===== config.mk =====
export PLATFORM = sky130hd
export DESIGN_NAME = mbx_host_seq
export DESIGN_NICKNAME = d
export VERILOG_FILES = /design/src/rtl/mbx_pkg.sv /design/src/rtl/mbx_poll_timer.sv /design/src/rtl/mbx_bus_port.sv /design/src/rtl/mbx_ctl_fsm.sv /design/src/rtl/mbx_host_seq.sv
export SDC_FILE = /design/constraint.sdc
export NUM_CORES = 1
export LEC_CHECK = 0
export CORE_AREA = 4 4 85 55
export CTS_CLUSTER_DIAMETER = 80
export DETAILED_ROUTE_END_ITERATION = 10
export DIE_AREA = 0 0 89 59
export PLACE_DENSITY_LB_ADDON = 0.12
export SLEW_MARGIN = 0
export SYNTH_ARGS = -nofsm -noshare
export SYNTH_HDL_FRONTEND = slang
export SYNTH_SLANG_ARGS = --single-unit

===== constraint.sdc =====
create_clock -name clk -period 1.6 [get_ports clk]
set_input_delay 0.16 -clock clk [delete_from_list [all_inputs] [get_ports clk]]
set_output_delay 0.16 -clock clk [all_outputs]
set_load 0.01 [all_outputs]

===== src/rtl/mbx_pkg.sv =====
// Shared types for the mailbox transfer sequencer.
// Assumes a two-bit register address on the host port.
package mbx_pkg;
    typedef enum logic [2:0] {
        ST_IDLE,
        ST_POLL_WR,
        ST_WRITE,
        ST_POLL_RD,
        ST_READ,
        ST_DONE
    } seq_state_e;

    localparam logic [1:0] ADDR_MSG  = 2'b00;
    localparam logic [1:0] ADDR_STAT = 2'b01;
endpackage


===== src/rtl/mbx_poll_timer.sv =====
// Counts consecutive unsuccessful status polls and flags the poll that
// reaches the limit. Any cycle that is not a failed poll clears the count.
// Assumes POLL_LIMIT >= 2.
module mbx_poll_timer #(
    parameter int POLL_LIMIT = 16
) (
    input  logic clk,
    input  logic rst_n,
    input  logic poll_miss,
    output logic poll_expire
);
    localparam int CW = $clog2(POLL_LIMIT);
    localparam logic [CW-1:0] LAST_C = CW'(POLL_LIMIT - 1);

    logic [CW-1:0] cnt_q;

    assign poll_expire = poll_miss && (cnt_q == LAST_C);

    // Consecutive-miss counter, restarted by any successful or non-poll cycle.
    always_ff @(posedge clk) begin
        if (!rst_n) begin
            cnt_q <= '0;
        end else if (!poll_miss || poll_expire) begin
            cnt_q <= '0;
        end else begin
            cnt_q <= cnt_q + 1'b1;
        end
    end
endmodule


===== src/rtl/mbx_bus_port.sv =====
// Turns the sequencer state into one-cycle host port accesses and
// captures message bytes on the cycle their read strobe is high.
// Assumes bus_rdata is valid during the cycle of a read strobe.
module mbx_bus_port
    import mbx_pkg::*;
#(
    parameter int DATA_W   = 8,
    parameter int BUSY_BIT = 2,
    parameter int RDY_BIT  = 1
) (
    input  logic              clk,
    input  logic              rst_n,
    input  seq_state_e        state,
    input  logic [DATA_W-1:0] wr_byte,
    input  logic [DATA_W-1:0] bus_rdata,
    output logic              bus_cs,
    output logic              bus_rd,
    output logic              bus_wr,
    output logic [1:0]        bus_addr,
    output logic [DATA_W-1:0] bus_wdata,
    output logic              stat_busy,
    output logic              stat_ready,
    output logic              rd_valid,
    output logic [DATA_W-1:0] rd_data
);
    logic msg_read;

    // Strobe and address decode for the current access.
    always_comb begin
        bus_cs   = 1'b0;
        bus_rd   = 1'b0;
        bus_wr   = 1'b0;
        bus_addr = ADDR_MSG;
        unique case (state)
            ST_POLL_WR, ST_POLL_RD: begin
                bus_cs   = 1'b1;
                bus_rd   = 1'b1;
                bus_addr = ADDR_STAT;
            end
            ST_WRITE: begin
                bus_cs = 1'b1;
                bus_wr = 1'b1;
            end
            ST_READ: begin
                bus_cs = 1'b1;
                bus_rd = 1'b1;
            end
            default: begin
                bus_cs = 1'b0;
            end
        endcase
    end

    assign msg_read   = (state == ST_READ);
    assign bus_wdata  = (state == ST_WRITE) ? wr_byte : '0;
    assign stat_busy  = bus_rdata[BUSY_BIT];
    assign stat_ready = bus_rdata[RDY_BIT];

    // Register each message byte and its valid strobe toward the local side.
    always_ff @(posedge clk) begin
        if (!rst_n) begin
            rd_valid <= 1'b0;
            rd_data  <= '0;
        end else begin
            rd_valid <= msg_read;
            if (msg_read) begin
                rd_data <= bus_rdata;
            end
        end
    end
endmodule


===== src/rtl/mbx_ctl_fsm.sv =====
// Transfer sequencer: selects write or read, tracks the remaining byte count,
// inserts a status poll before every byte and chains the boot reply.
// Assumes length parameters fit in CNT_W bits and are nonzero.
module mbx_ctl_fsm
    import mbx_pkg::*;
#(
    parameter int CNT_W        = 8,
    parameter int RUN_RSP_LEN  = 6,
    parameter int BOOT_WR_LEN  = 3,
    parameter int BOOT_RSP_LEN = 1
) (
    input  logic             clk,
    input  logic             rst_n,
    input  logic             boot_mode,
    input  logic             cmd_start,
    input  logic             cmd_write,
    input  logic [CNT_W-1:0] cmd_len,
    input  logic             irq_n,
    input  logic             wr_valid,
    input  logic             stat_busy,
    input  logic             stat_ready,
    input  logic             poll_expire,
    output seq_state_e       state,
    output logic             poll_miss,
    output logic             wr_pop,
    output logic             done,
    output logic             xfer_err
);
    localparam logic [CNT_W-1:0] RUN_RSP_C  = CNT_W'(RUN_RSP_LEN);
    localparam logic [CNT_W-1:0] BOOT_WR_C  = CNT_W'(BOOT_WR_LEN);
    localparam logic [CNT_W-1:0] BOOT_RSP_C = CNT_W'(BOOT_RSP_LEN);
    localparam logic [CNT_W-1:0] ONE_C      = CNT_W'(1);

    seq_state_e       state_q, state_d;
    logic [CNT_W-1:0] left_q, left_d;
    logic             boot_q, boot_d;
    logic             err_q, err_d;
    logic             wr_go;

    assign wr_go     = !stat_busy && wr_valid;
    assign poll_miss = ((state_q == ST_POLL_WR) && !wr_go) ||
                       ((state_q == ST_POLL_RD) && !stat_ready);

    // Next-state and byte-count logic.
    always_comb begin
        state_d = state_q;
        left_d  = left_q;
        boot_d  = boot_q;
        err_d   = err_q;
        unique case (state_q)
            ST_IDLE: begin
                err_d = 1'b0;
                if (cmd_start) begin
                    boot_d = boot_mode;
                    if (cmd_write) begin
                        left_d  = boot_mode ? BOOT_WR_C : cmd_len;
                        state_d = (!boot_mode && cmd_len == '0) ? ST_DONE : ST_POLL_WR;
                    end else begin
                        left_d  = boot_mode ? BOOT_RSP_C : RUN_RSP_C;
                        state_d = ST_POLL_RD;
                    end
                end else if (!boot_mode && !irq_n) begin
                    boot_d  = 1'b0;
                    left_d  = RUN_RSP_C;
                    state_d = ST_POLL_RD;
                end
            end
            ST_POLL_WR: begin
                if (wr_go) begin
                    state_d = ST_WRITE;
                end else if (poll_expire) begin
                    err_d   = 1'b1;
                    state_d = ST_DONE;
                end
            end
            ST_WRITE: begin
                left_d = left_q - 1'b1;
                if (left_q == ONE_C) begin
                    if (boot_q) begin
                        left_d  = BOOT_RSP_C;
                        state_d = ST_POLL_RD;
                    end else begin
                        state_d = ST_DONE;
                    end
                end else begin
                    state_d = ST_POLL_WR;
                end
            end
            ST_POLL_RD: begin
                if (stat_ready) begin
                    state_d = ST_READ;
                end else if (poll_expire) begin
                    err_d   = 1'b1;
                    state_d = ST_DONE;
                end
            end
            ST_READ: begin
                left_d  = left_q - 1'b1;
                state_d = (left_q == ONE_C) ? ST_DONE : ST_POLL_RD;
            end
            ST_DONE: begin
                state_d = ST_IDLE;
            end
            default: begin
                state_d = ST_IDLE;
            end
        endcase
    end

    // State, count, mode and error registers.
    always_ff @(posedge clk) begin
        if (!rst_n) begin
            state_q <= ST_IDLE;
            left_q  <= '0;
            boot_q  <= 1'b0;
            err_q   <= 1'b0;
        end else begin
            state_q <= state_d;
            left_q  <= left_d;
            boot_q  <= boot_d;
            err_q   <= err_d;
        end
    end

    assign state    = state_q;
    assign wr_pop   = (state_q == ST_WRITE);
    assign done     = (state_q == ST_DONE);
    assign xfer_err = (state_q == ST_DONE) && err_q;
endmodule


===== src/rtl/mbx_host_seq.sv =====
// Top of the mailbox transfer sequencer: host-port master that moves
// control bytes to and from a peripheral with a poll before every byte.
// Assumes one-cycle bus accesses and a FIFO-style byte source.
module mbx_host_seq
    import mbx_pkg::*;
#(
    parameter int DATA_W       = 8,
    parameter int CNT_W        = 8,
    parameter int RUN_RSP_LEN  = 6,
    parameter int BOOT_WR_LEN  = 3,
    parameter int BOOT_RSP_LEN = 1,
    parameter int BUSY_BIT     = 2,
    parameter int RDY_BIT      = 1,
    parameter int POLL_LIMIT   = 16
) (
    input  logic              clk,
    input  logic              rst_n,
    input  logic              boot_mode,
    input  logic              cmd_start,
    input  logic              cmd_write,
    input  logic [CNT_W-1:0]  cmd_len,
    input  logic [DATA_W-1:0] wr_data,
    input  logic              wr_valid,
    output logic              wr_pop,
    output logic [DATA_W-1:0] rd_data,
    output logic              rd_valid,
    output logic              done,
    output logic              xfer_err,
    input  logic              irq_n,
    output logic              bus_cs,
    output logic              bus_rd,
    output logic              bus_wr,
    output logic [1:0]        bus_addr,
    output logic [DATA_W-1:0] bus_wdata,
    input  logic [DATA_W-1:0] bus_rdata
);
    seq_state_e state;
    logic       stat_busy;
    logic       stat_ready;
    logic       poll_miss;
    logic       poll_expire;

    mbx_ctl_fsm #(
        .CNT_W       (CNT_W),
        .RUN_RSP_LEN (RUN_RSP_LEN),
        .BOOT_WR_LEN (BOOT_WR_LEN),
        .BOOT_RSP_LEN(BOOT_RSP_LEN)
    ) u_fsm (
        .clk        (clk),
        .rst_n      (rst_n),
        .boot_mode  (boot_mode),
        .cmd_start  (cmd_start),
        .cmd_write  (cmd_write),
        .cmd_len    (cmd_len),
        .irq_n      (irq_n),
        .wr_valid   (wr_valid),
        .stat_busy  (stat_busy),
        .stat_ready (stat_ready),
        .poll_expire(poll_expire),
        .state      (state),
        .poll_miss  (poll_miss),
        .wr_pop     (wr_pop),
        .done       (done),
        .xfer_err   (xfer_err)
    );

    mbx_poll_timer #(
        .POLL_LIMIT(POLL_LIMIT)
    ) u_timer (
        .clk        (clk),
        .rst_n      (rst_n),
        .poll_miss  (poll_miss),
        .poll_expire(poll_expire)
    );

    mbx_bus_port #(
        .DATA_W  (DATA_W),
        .BUSY_BIT(BUSY_BIT),
        .RDY_BIT (RDY_BIT)
    ) u_port (
        .clk       (clk),
        .rst_n     (rst_n),
        .state     (state),
        .wr_byte   (wr_data),
        .bus_rdata (bus_rdata),
        .bus_cs    (bus_cs),
        .bus_rd    (bus_rd),
        .bus_wr    (bus_wr),
        .bus_addr  (bus_addr),
        .bus_wdata (bus_wdata),
        .stat_busy (stat_busy),
        .stat_ready(stat_ready),
        .rd_valid  (rd_valid),
        .rd_data   (rd_data)
    );
endmodule


* Yosys cells after proc, flatten, opt, wreduce, memory -nomap -nowiden
Index checks and enable logic that the tools add are counted.
** Storage, ports and cells
- Input bits :: 31
- Bits in registers :: 26
- Word-level logic and storage cells :: 77
- Output and inout bits :: 25
** Operators by class
- Bitwise gates (word level) :: 1
- Add/sub/neg operators :: 2
- Reduce and logical (&&, ||, !) cells :: 27
- Equal/unequal tests :: 10
- Mux-type cells :: 30
** Operators with widths (number)
- $mux 8 :: 7
- $mux 3 :: 11
- $pmux 8 s3 :: 1
- $pmux 3 s5 :: 1
- $mux 1 :: 9
- $eq 8x1->1 const B :: 1
- $logic_not 8->1 :: 1
- $sub 8x1->8 const B :: 1
- $logic_and 1x1->1 :: 7
- $eq 3x2->1 const B :: 2
- $eq 3x3->1 const B :: 2
- $logic_not 1->1 :: 6
- $reduce_bool 3->1 :: 2
- $add 4x1->4 const B :: 1
- $eq 4x4->1 const B :: 1
- $ne 2x2->1 const B :: 2
- $reduce_and 2->1 :: 2
- $reduce_or 2->1 :: 2
- $reduce_or 4->1 :: 1
- $eq 3x1->1 const B :: 1
- $logic_not 3->1 :: 1
- $ne 3x2->1 const B :: 1
- $pmux 1 s3 :: 1
- $reduce_and 3->1 :: 1
- 4 further kinds :: 5

* Logic depth before layout (Yosys ltp)
- Depth in word-level cells :: 9
- Mapped depth :: 7

* By module
A second synthesis with hierarchy kept.
** Unflattened totals
- Cells, all modules :: 206
- Area, all modules :: 1662.8 um2
** By module, submodules not included
- mbx_ctl_fsm :: sequential area each 260.2 um2, area an instance 1036.0 um2, times used 1, cells each 134
- mbx_bus_port :: sequential area each 180.2 um2, area an instance 470.5 um2, times used 1, cells each 55
- mbx_poll_timer :: sequential area each 80.1 um2, area an instance 156.4 um2, times used 1, cells each 17

* Worst setup path after synthesis
Ideal clock, no wire load.
- Path kind :: flip-flop to flip-flop
- Start point :: reg u_fsm.left_q[1]
- End point :: reg u_fsm.left_q[5]
- Cell stages (with the launch flop) :: 8
- Setup time :: 0.133 ns
- Data arrival time :: 1.396 ns
- Data required time :: 1.467 ns
- Path slack :: 0.072 ns
- Buffers on the path :: 0
- Path through :: dfxtp_1 inv_1 ha_1 nor4b_2 nand4b_1 and2_4 a22oi_2 o221ai_1
** Between the ends
- Longest elaborated chain between the ends :: 4
** RTL lines
- start: declaration :: line mbx_ctl_fsm.sv:35 : logic [CNT_W-1:0] left_q, left_d;
- start signal: assignment :: line mbx_ctl_fsm.sv:119 : left_q <= left_d;
- $sub 8x1->8 :: line mbx_ctl_fsm.sv:77, mbx_ctl_fsm.sv:98
- $mux 8 :: line mbx_ctl_fsm.sv:79 : if (boot_q) begin
- $mux 8 :: line mbx_ctl_fsm.sv:78 : if (left_q == ONE_C) begin
- $pmux 8 s3 (*) :: line mbx_ctl_fsm.sv:50 : unique case (state_q)
Mark *: on every way between the ends. The rest lies on a longest branch, timed or not.
A chain may end at the register's enable or synchronous reset.

* Worst setup path in the final report
Ends and elaborated chain as after synthesis.

==> results.py <==
metrics = {
    "run_status": {
        "status": "complete, but fails checks",
        "violations": "setup timing",
    },
    "power_and_ir_drop": {
        "p_per_area_nw_per_um2": 857,
        "p_leak_nw": 1.05,
        "vdd_drop_max_uv": 474,
        "p_total_mw": 2.21,
    },
    "logic_synthesis": {
        "synth.area.top_cells": "dfxtp_1, nand2_1, a21oi_1",
        "synth-main-ff-cell": "dfxtp_1",
        "synth_cell_types": 51,
        "synth_top_area_cell": "dfxtp_1",
        "ys_seq_elements": 26,
        "syn_avg_cell_area_um2": 7.71,
        "synth_nets": 233,
        "synth_top_area_frac": 0.339,
        "netlist_instances": 199,
        "yosysMostFrequentCell": "nand2_1",
        "yosysWarnings": 0,
        "synth_edf_count": 0,
        "syn_area_um2": 1530,
        "ys_seq_area_frac": 0.339,
        "synth_commonest_cells": "nand2_1, dfxtp_1, a21oi_1",
        "async_flop_share": 0,
    },
    "critical_path": {
        "cp-end-kind": "flip-flop",
        "critPathMaxFanout": 4,
        "regToRegEndpoint": "u_fsm.left_q[5]",
        "critical_path_class": "reg2reg",
        "crit_required_ps": 1760,
        "timing.critical_path.to": "u_fsm.left_q[5]",
        "cp.arrival_ps": 1760,
        "cp-startpoint": "u_fsm.left_q[1]",
        "r2r-start": "u_fsm.left_q[1]",
        "worst_setup_path_start_kind": "flip-flop",
        "ff2ff_setup_slack_ps": -3,
        "r2r_cells": 7,
    },
    "detailed_routing": {
        "vias": 1739,
        "drtAntennaViolNets": 0,
        "via_per_inst": 5.16,
        "drc_errors": 0,
        "wl_per_cell_um": 15.2,
        "wirelength_mm": 5.11,
        "first_pass_iters": 4,
        "dr.first_iter.drc_count": 92,
    },
    "floorplanning": {
        "dieArea_um2": 5250,
        "top_level_ports": 56,
        "initial_core_util": 0.389,
        "dieHeight_um": 59,
        "die_w_um": 89,
        "rows": 18,
        "core-area_um2": 3940,
    },
    "finish": {
        "fin_cells": 337,
        "nFillCells": 339,
        "nNetsFinal": 322,
        "num_antenna_cells": 0,
        "area_delta_synth_final_pct": 68.2,
        "drive_gt1_frac": 0.289,
    },
    "place": {
        "place.gp.congestion": 0.845,
        "pre_cts_ws_ps": -52.6,
        "io_buffers": 54,
        "place_hpwl_mm": 3.89,
        "dp.cells": 328,
    },
    "cts": {
        "cts_tree": "built",
        "ctsHoldBuffers": 0,
        "cts-root-buf": "clkbuf_8",
        "htreeDepth": 1,
        "clk_path_buf_depth": 2,
        "cts_buffers": 3,
        "clock_latency_ps": 280,
        "clkSinkCount": 26,
        "cts.clk_slew.worst_paths_ps": 90,
    },
    "grt": {
        "grt_start_max_net_pins": 16,
        "grt.total_usage": 0.194,
        "antenna_found_initial": 0,
        "grt_first_pass_wirelength_mm": 7.75,
        "grt_pass1_vias": 1560,
        "overflow": 0,
    },
    "hold_path": {
        "min_path_type": "in2reg",
    },
    "sta": {
        "setup_violations": 1,
        "slew_headroom": 0.661,
        "hold_viol": 0,
        "rsz0062_at_grt": "true",
        "max_clock_freq_mhz": 624,
        "tightest_slew_ps": 503,
        "drv_slew": 0,
        "finClkSkew_ps": 4.87,
        "finalCritPeriodShare": 1.00,
        "min_period_ps": 1600,
        "fin_ws_ps": -2.81,
    },
    "run": {
        "maxCapViolations": 0,
    },
}
[report_power, final]
part	total [mW]	switching, mW	internal, mW
combinational	0.921	0.437	0.484
clock	0.550	0.215	0.335
sequential	0.740	0.0520	0.688
total	2.21	0.704	1.51
[flip-flops by register name, indices dropped and copies added (netlist names)]
name / count
u_timer.cnt_q: 4
u_fsm.err_q: 1
u_port.rd_valid: 1
u_fsm.left_q: 8
u_fsm.boot_q: 1
u_port.rd_data: 8
u_fsm.state: 3
[cell families after synthesis]
kind of cell / Yosys count / share of synthesized area
adder cells (fa/ha/maj): 3 / 0.0245
other: 1 / 0.00244
AO/OA/AOI/OAI: 49 / 0.210
flip-flops: 26 / 0.339
AND/OR/NAND/NOR: 99 / 0.343
XOR/XNOR: 3 / 0.0171
buffers and inverters: 17 / 0.0563
multiplexers: 1 / 0.00734
[cells in the final DEF, fill, tap and decap left out, types with 3 or more instances in the layout]
cell and n:
dfxtp_1 22, nand2b_1 6, nand2_1 30, buf_4 33, o21ai_0 5, inv_1 5
buf_6 6, clkdlybuf4s50_1 39, dfxtp_2 3, nand2_2 3, a21oi_1 15, clkbuf_2 6
dlygate4sd2_1 5, nand3_1 8, a211oi_1 3, clkbuf_8 3, and2_1 11, nor2_1 12
clkdlybuf4s15_1 4, nor3_1 8
[area by class of cell]
class / count / area (um2) / area share
sequential: 26 / 528 / 0.205
clock buffer: 3 / 41.3 / 0.0160
tap: 50 / 62.6 / 0.0242
clock inverter: 1 / 30.0 / 0.0116
multi-input combinational: 156 / 1050 / 0.407
inverter: 7 / 28.8 / 0.0112
timing repair buffer: 94 / 840 / 0.325
[how the worst min path moves through the flow]
| stage | start | end | slack, ps | cells after the start |
|---|---|---|---|---|
| after global placement | u_timer.cnt_q[0] | u_timer.cnt_q[0] | 430 | 1 |
| after CTS | bus_rdata[0] | u_port.rd_data[0] | 420 | 3 |
| final | bus_rdata[0] | u_port.rd_data[0] | 430 | 3 |
| after floorplan | bus_rdata[0] | u_port.rd_data[0] | 300 | 2 |
| after detailed placement | u_timer.cnt_q[0] | u_timer.cnt_q[0] | 440 | 1 |
| after global routing | bus_rdata[5] | u_port.rd_data[5] | 440 | 3 |
[critical path, cell delays in order, from the launching register on]
cell and delay [ps]:
dfxtp_2 350, inv_4 70, ha_4 110, nor4b_4 210, nand4b_1 250, and2_4 260
a22oi_2 110, o221ai_1 130
[through the flow]
stage	utilization	area, um2	setup TNS (ps)	hold slack [ps]
CTS	0.626	2470	-5.98	420
detailed placement	0.597	2350	-330	438
floorplan	-	1530	0	296
finish	0.655	2580	-2.81	426
global route	0.655	2580	-543	442
global placement	0.597	2350	-81.3	431
[metal layers]
layer	GRT usage	wire length [um]	vias to the layer above
li1	-	-	882
met1	0.294	2370	777
met2	0.261	2060	76
met3	0.0764	644	4
met4	0.0318	31	0
met5	0	0	-
[timing repair]
item	in CTS	in global routing
resized for setup	25	44
setup buffers	3	2
pin swaps	3	8
setup endpoints to repair	21	20
Power figures use the tool's default switching activity.
